<file path="src/rtl/pxl_pkg.sv">
package pxl_pkg;
  typedef enum logic [1:0] {
    PRIV_USER = 2'd0,
    PRIV_OS   = 2'd1,
    PRIV_SUP  = 2'd2,
    PRIV_RSVD = 2'd3
  } priv_e;

  localparam int unsigned OFF_MIN = 12;
endpackage

</file>
<file path="src/rtl/pxl_entry.sv">
module pxl_entry #(
  parameter int unsigned LPN_W = 13
) (
  input  logic             clk_i,
  input  logic             rst_ni,
  input  logic             wr_i,
  input  logic             wr_idle_i,
  input  logic [LPN_W-1:0] wr_lpn_i,
  input  logic [1:0]       wr_lvl_i,
  input  logic [LPN_W-1:0] vpn_i,
  output logic             match_o,
  output logic [1:0]       lvl_o
);
  logic             live_q;
  logic [LPN_W-1:0] lpn_q;
  logic [1:0]       lvl_q;

  always_ff @(posedge clk_i or negedge rst_ni) begin
    if (!rst_ni) begin
      live_q <= 1'b0;
      lpn_q  <= '0;
      lvl_q  <= '0;
    end else if (wr_i) begin
      live_q <= !wr_idle_i;
      lpn_q  <= wr_lpn_i;
      lvl_q  <= wr_lvl_i;
    end
  end

  assign match_o = live_q && (lpn_q == vpn_i);
  assign lvl_o   = lvl_q;
endmodule

</file>
<file path="src/rtl/pxl_pick.sv">
module pxl_pick #(
  parameter int unsigned N     = 128,
  parameter int unsigned IDX_W = 7
) (
  input  logic             match_i [N],
  input  logic [1:0]       lvl_i   [N],
  output logic             hit_o,
  output logic [IDX_W-1:0] idx_o,
  output logic [1:0]       lvl_o
);
  // lowest index wins: scan downward so the last assignment is the lowest
  always_comb begin
    hit_o = 1'b0;
    idx_o = '0;
    lvl_o = '0;
    for (int i = N - 1; i >= 0; i--) begin
      if (match_i[i]) begin
        hit_o = 1'b1;
        idx_o = IDX_W'(i);
        lvl_o = lvl_i[i];
      end
    end
  end
endmodule

</file>
<file path="src/rtl/pxl_perm.sv">
module pxl_perm
  import pxl_pkg::*;
(
  input  logic [1:0] priv_i,
  input  logic       force_user_i,
  input  logic       we_i,
  input  logic       hit_i,
  input  logic [1:0] lvl_i,
  output logic       deny_o
);
  priv_e eff;

  always_comb begin
    if (force_user_i || priv_e'(priv_i) == PRIV_RSVD) eff = PRIV_USER;
    else                                              eff = priv_e'(priv_i);
  end

  always_comb begin
    deny_o = 1'b0;
    if (eff != PRIV_SUP) begin
      if (!hit_i) begin
        deny_o = 1'b1;
      end else begin
        unique case (lvl_i)
          2'd0:    deny_o = 1'b0;
          2'd1:    deny_o = (eff == PRIV_USER) && we_i;
          default: deny_o = (eff == PRIV_USER) || we_i;
        endcase
      end
    end
  end
endmodule

</file>
<file path="src/rtl/page_xlate.sv">
module page_xlate
  import pxl_pkg::*;
#(
  parameter int unsigned VA_W    = 25,
  parameter int unsigned N_PAGES = 128,
  localparam int unsigned IDX_W  = $clog2(N_PAGES),
  localparam int unsigned LPN_W  = VA_W - OFF_MIN,
  localparam int unsigned PA_W   = IDX_W + OFF_MIN + 3
) (
  input  logic             clk_i,
  input  logic             rst_ni,
  input  logic [1:0]       page_size_i,
  input  logic             prog_en_i,
  input  logic [IDX_W-1:0] prog_idx_i,
  input  logic [LPN_W-1:0] prog_lpn_i,
  input  logic [1:0]       prog_lvl_i,
  input  logic             prog_idle_i,
  input  logic             acc_valid_i,
  input  logic [VA_W-1:0]  acc_addr_i,
  input  logic             acc_we_i,
  input  logic [1:0]       acc_priv_i,
  input  logic             acc_force_user_i,
  output logic [PA_W-1:0]  pa_o,
  output logic             abort_o,
  output logic             mem_req_o,
  output logic             mem_we_o
);
  logic [4:0]       sh;
  logic [LPN_W-1:0] vpn;
  logic             match [N_PAGES];
  logic [1:0]       lvl   [N_PAGES];
  logic             hit_any;
  logic [IDX_W-1:0] hit_idx;
  logic [1:0]       hit_lvl;
  logic             deny;
  logic [PA_W-1:0]  off_mask;
  logic [PA_W-1:0]  pa_xl;

  assign sh  = 5'(OFF_MIN) + {3'b000, page_size_i};
  assign vpn = LPN_W'(acc_addr_i >> sh);

  for (genvar g = 0; g < N_PAGES; g++) begin : g_slot
    pxl_entry #(.LPN_W(LPN_W)) u_ent (
      .clk_i     (clk_i),
      .rst_ni    (rst_ni),
      .wr_i      (prog_en_i && (prog_idx_i == IDX_W'(g))),
      .wr_idle_i (prog_idle_i),
      .wr_lpn_i  (prog_lpn_i),
      .wr_lvl_i  (prog_lvl_i),
      .vpn_i     (vpn),
      .match_o   (match[g]),
      .lvl_o     (lvl[g])
    );
  end

  pxl_pick #(.N(N_PAGES), .IDX_W(IDX_W)) u_pick (
    .match_i (match),
    .lvl_i   (lvl),
    .hit_o   (hit_any),
    .idx_o   (hit_idx),
    .lvl_o   (hit_lvl)
  );

  pxl_perm u_perm (
    .priv_i       (acc_priv_i),
    .force_user_i (acc_force_user_i),
    .we_i         (acc_we_i),
    .hit_i        (hit_any),
    .lvl_i        (hit_lvl),
    .deny_o       (deny)
  );

  assign off_mask = (PA_W'(1) << sh) - PA_W'(1);
  assign pa_xl    = (PA_W'(hit_idx) << sh) | (PA_W'(acc_addr_i) & off_mask);
  assign pa_o     = hit_any ? pa_xl : acc_addr_i[PA_W-1:0];

  assign abort_o   = acc_valid_i && deny;
  assign mem_req_o = acc_valid_i && !deny;
  assign mem_we_o  = mem_req_o && acc_we_i;
endmodule


</file>
<file path="config.mk">
export PLATFORM = sky130hd
export DESIGN_NAME = page_xlate
export DESIGN_NICKNAME = d
export VERILOG_FILES = /design/src/rtl/pxl_pkg.sv /design/src/rtl/pxl_entry.sv /design/src/rtl/pxl_pick.sv /design/src/rtl/pxl_perm.sv /design/src/rtl/page_xlate.sv
export SDC_FILE = /design/constraint.sdc
export NUM_CORES = 2
export LEC_CHECK = 0
export BUFFER_PORTS_ARGS = -buffer_cell sky130_fd_sc_hd__buf_2
export CAP_MARGIN = 10
export CORE_MARGIN = 5
export CORE_UTILIZATION = 25
export CTS_BUF_LIST = sky130_fd_sc_hd__clkbuf_8
export CTS_CLUSTER_SIZE = 40
export DETAILED_ROUTE_END_ITERATION = 6
export PLACE_DENSITY_LB_ADDON = 0.1
export SLEW_MARGIN = 10
export SYNTH_ARGS = -nofsm -noshare
export SYNTH_HDL_FRONTEND = slang
export SYNTH_SLANG_ARGS = --single-unit
</file>
<file path="constraint.sdc">
create_clock -name clk_i -period 14.44 [get_ports clk_i]
set_input_delay 2.888 -clock clk_i [delete_from_list [all_inputs] [get_ports clk_i]]
set_output_delay 2.888 -clock clk_i [all_outputs]
set_load 0.005 [all_outputs]
</file>
==> out/results.txt <==
Of the total synthesized cell area, the portion taken by AND, OR, NAND and NOR gates is 8.09%. The run gives 307000 um as the post-detailed-placement half-perimeter wirelength. The biggest area contributor in the post-synthesis netlist is dfrtp_1. Summed over all cells, the static leakage comes to 55.0 nW. Summing the areas of all fa, ha and maj instances in the mapped netlist gives 0.0115% of the synthesized area. For the routability-driven placement congestion ratio, the log shows 0.881.

Counting distinct cell types in the post-synthesis netlist gives 133. The run gives 450000 um^2 as the overall die area. Multiplexer cells account for 21.3% of the synthesized area. For this run, the number of Yosys warnings is 0. In the finished design, the share of the clock period the worst path needs comes to 92.3%. At the worst endpoint, the arrival time is 10.44 ns. The number of antenna violations at the first check in global routing was 56.

Dominant register cell in the synthesized netlist: dfrtp_1. The depth of the most critical reg-to-reg path was 1. Counting instances, the worst hold path has a depth of 2. In this run, the combinational gates consume 17.1% of the power. In the final routed layout, each cell accounts on average for 32.1 um. The net count of the finished layout is 9468. In this run the power spent charging and discharging nets is 4.73 mW. The internal power of the cells totals 10.4 mW.

The setup path with the least slack is of type input port to output port. The run gives 76700 as the count of vias placed by the detailed router. During I/O placement, the number of pins put on the boundary was 83. Quantity of gates resized following cts: 0. For the worst setup path, the data required time is 11.55 ns.

Summing all non-filler instances in the final layout gives an area of 124000 um^2. The number of CTS-inserted buffers was 406. The area growth from synthesis to layout was 13.8%. The cell sitting at the root of the clock tree is a clkbuf_8. The post-detailed-route via-to-cell ratio came out at 4.96. The overall die width was 671 um; the number of buffers inserted for hold repair after clock tree synthesis was 0. Grouping stages by cell kind, the critical path spends the most delay in buffers and inverters. Walking the worst path, the cells encountered are buf_4 -> buf_4 -> mux4_4 -> buf_12 -> buf_4 -> buf_4 -> xnor2_1 -> nand4_1 -> nor4_2 -> or4_1 -> nor2_1 -> o31ai_1 -> a21oi_1 -> o21ai_0 -> a21oi_1 -> o31ai_1 -> mux2_2 -> a21oi_1 -> o21ai_1 -> buf_2. The post-CTS clock slew at the launch and capture registers of the worst setup and hold paths came out at 0.06 ns.

For this run, design rule violations remaining after detail routing come to 0. After floorplanning, the core was divided into 242 placement rows. For the worst-case headroom to the max-slew limit, the log shows 4.74%.

Derived from the worst setup path, the maximum achievable clock frequency is 0.0750 GHz. The run gives 39.5% as the clock group share of total power. The run finished with clean final reports.

The total of max-cap violations was 0. VDD sags by at most 0.0701 mV. Of the total synthesized cell area, the portion taken by XOR and XNOR cells is 13.5%. The number of buffer and inverter stages on the critical path was 6. The total area inside the core boundary comes to 435000 um^2. The post-synthesis instance area is 109000 um^2, and the final max-slew violation count is 0. Number of buffers on the longest clock path: 4. The total power per unit cell area is 122 nW/um^2, and the area fraction in compound gates after synthesis is 6.09%. The largest single stage delay on the critical path is 0.98 ns. Wires add up to 497000 um.

Setup repair after global routing left no endpoint under its margin. Once detail routing completed, the nets flagged for antenna violations numbered 0. The initial utilization of the core area, before any placement, comes to 25.1%. STA classifies the critical path endpoint as an output port. The cell that appears most often on the critical path is buf_4.

The first global-routing pass estimated 688000 um of wire. Net switching is 31.2% of the power. Summed over all layers, the global routing overflow is 0. The tools report the via count of the first global-routing pass as 80300. The register-to-register path setup slack is 13.52 ns, and the H-tree depth is 5. In the global route stage, overall resource usage came out at 21.5%. Sorting the synthesized cells by area gives the leading types as dfrtp_1, mux2_2, xnor2_1, xor2_1, nand2_1. The average instance in the mapped netlist occupies 11.7 um^2. Filler cell count: 44900. The first TritonRoute pass finished after 5 iterations. Of the total power, registers draw 43.4%. Synthesis produced a netlist with a net count of 9364.

Setup violations remaining at the end of the flow were counted as 0. Number of failing hold endpoints at the final stage: 0. The worst setup path is launched from an input port.

Adding up every negative setup slack in the final design gives 0 ns. By area, the combinational part of the netlist is dominated by multiplexers. The share of the Yosys chip area taken by registers is 46.9%. The die outline height came out at 671 um. The worst clock skew is 0 ns, and the top cell type's share of synthesized area is 46.9%. The path class of the tightest hold or removal check is register to register. The placed instances occupy a cell area of 116000 um^2. In this run the tool buffered the top-level ports with 58 buffer cells. The run gives 0 as the number of setup buffers added after CTS. In the synthesized netlist the async set-or-reset flop fraction comes to 100%.

Iteration-0 DRC count of the detailed router: 5607. The tightest hold path in the finished design has a slack of 0.480 ns. Synthesis handed over a netlist of 9305 instances. At the pin with the least slew margin, the transition time is 1.43 ns.

Entering global routing, the biggest net connects 159 pins. TritonCTS built the clock tree. The number of sinks on the clock net was 2048; the path length in cells of the critical path was 20. For the worst-skew pair, the clock arrives at the later sink with an insertion delay of 1.11 ns.

The time the worst path needs with I/O delays and setup is 13.33 ns. Worst-path cell with the longest stage delay: nor4_2. In this run the worst path has a maximum fanout of 56. The share of post-route cells with drive strength above 1 works out to 31.4%. After synthesis the netlist holds a flip-flop and latch count of 2048. Number of enable-type register cells in the synthesized netlist: 0.
[area by class of cell]
| cell class | count | area [um^2] | area share, % |
|---|---|---|---|
| sequential | 2048 | 51200 | 41.2 |
| tap | 5734 | 7170 | 5.77 |
| clock inverter | 205 | 1040 | 0.837 |
| inverter | 104 | 395 | 0.318 |
| clock buffer | 506 | 6960 | 5.60 |
| antenna | 20 | 50.0 | 0.0403 |
| timing repair buffer | 399 | 3540 | 2.85 |
| multi-input combinational | 6450 | 53900 | 43.4 |
[cells in the mapped netlist, drive strengths merged (11+ instances only)]
cell type / number
a211oi: 41
a21oi: 245
nand4: 213
inv: 104
mux2: 1904
a31oi: 30
a22oi: 13
and2: 19
nand2: 443
a311oi: 14
o31ai: 19
xor2: 325
and3: 29
o2111ai: 66
a221oi: 11
nand2b: 42
o211ai: 54
clkbuf: 409
or2: 19
nor2b: 37
xnor2: 1354
buf: 293
nand3: 118
nor4: 132
o221ai: 23
a22o: 12
nor2: 383
a21o: 16
or4: 48
a2111oi: 46
nor3b: 12
or3: 36
o22ai: 23
nor3: 101
o21ai: 286
mux2i: 151
nand4b: 14
o21a: 13
dfrtp: 2048
[cells in the final DEF (no fill, tap or decap), types with 14 or more instances in the layout]
cell type     n
and3_1       27
nor2_1      336
o2111ai_1    66
o221ai_1     23
nor2_2       44
a311oi_1     14
a211oi_1     40
o211ai_1     54
o22ai_1      23
clkbuf_8    518
diode_2      20
a2111oi_0    36
or3_1        31
xor2_1      324
nor4_2       29
nand2_1     442
inv_1       259
or2_2        16
mux2i_1     136
a31oi_1      30
nand2b_1     42
nor2b_1      37
buf_12       40
xnor2_1    1352
clkinv_2     21
nor3_1       96
buf_4       300
a21oi_1     243
o21ai_0     272
dfrtp_1    2048
nor4_1       94
a21o_1       16
nand3_1     118
or4_1        46
o21ai_1      14
buf_2        39
nand4_1     212
mux2_2     1896
o31ai_1      18
[routing by layer]
layer | wire (um) | vias to the layer above | track usage [%]
met5 | 55 | - | 0
met4 | 17100 | 6 | 6.64
met3 | 21200 | 779 | 2.59
met2 | 235000 | 2011 | 35.9
met1 | 224000 | 40900 | 29.1
li1 | - | 33000 | -
[logic make-up after synthesis]
kind of cell,count (synthesis)
AO/OA/AOI/OAI,1009
XOR/XNOR,1679
adder cells (fa/ha/maj),1
buffers and inverters,807
flip-flops,2048
multiplexers,2065
AND/OR/NAND/NOR,1696
[registers in the layout, indices dropped and copies added (netlist names)]
| name | cells |
|---|---|
| g_slot.u_ent.lpn_q | 1664 |
| g_slot.u_ent.lvl_o | 256 |
| g_slot.u_ent.live_q | 128 |
[worst min-delay path, stage by stage, from the launching register on]
cell and delay [ns]:
dfrtp_1 0.34, nand2_1 0.05, o21ai_0 0.06
[worst paths after layout]
path                                          start                          to
min                         g_slot[88].u_ent.live_q     g_slot[88].u_ent.live_q
max in group asynchronous                    rst_ni   g_slot[54].u_ent.lvl_o[1]
min reg2reg                 g_slot[88].u_ent.live_q     g_slot[88].u_ent.live_q
max                                  page_size_i[1]                    pa_o[16]
max reg2reg                g_slot[0].u_ent.lpn_q[9]    g_slot[0].u_ent.lpn_q[9]
min in group asynchronous                    rst_ni  g_slot[108].u_ent.lpn_q[7]
[power groups by stage]
| stage | Combinational (mW) | Clock [mW] | Sequential (mW) |
|---|---|---|---|
| 2_1_floorplan | 1.65 | 0 | 6.59 |
| 3_5_place_dp | 2.61 | 0 | 6.68 |
| 6_report | 2.59 | 5.99 | 6.59 |
| 4_1_cts | 2.62 | 6.21 | 6.59 |
| 3_3_place_gp | 2.60 | 0 | 6.67 |
| 5_1_grt | 2.77 | 6.43 | 6.64 |
[per-stage QoR]
step	power (mW)	setup WS (ns)	utilization, %	instances
after global routing	15.8	1.15	28.6	15500
after global placement	9.27	1.13	26.7	14700
after CTS	15.4	1.27	28.6	15400
final	15.2	1.11	28.6	15500
after detailed placement	9.30	1.29	26.7	14700
after floorplan	8.24	4.71	-	9305
Note: power is estimated with default switching activity, not from simulation.
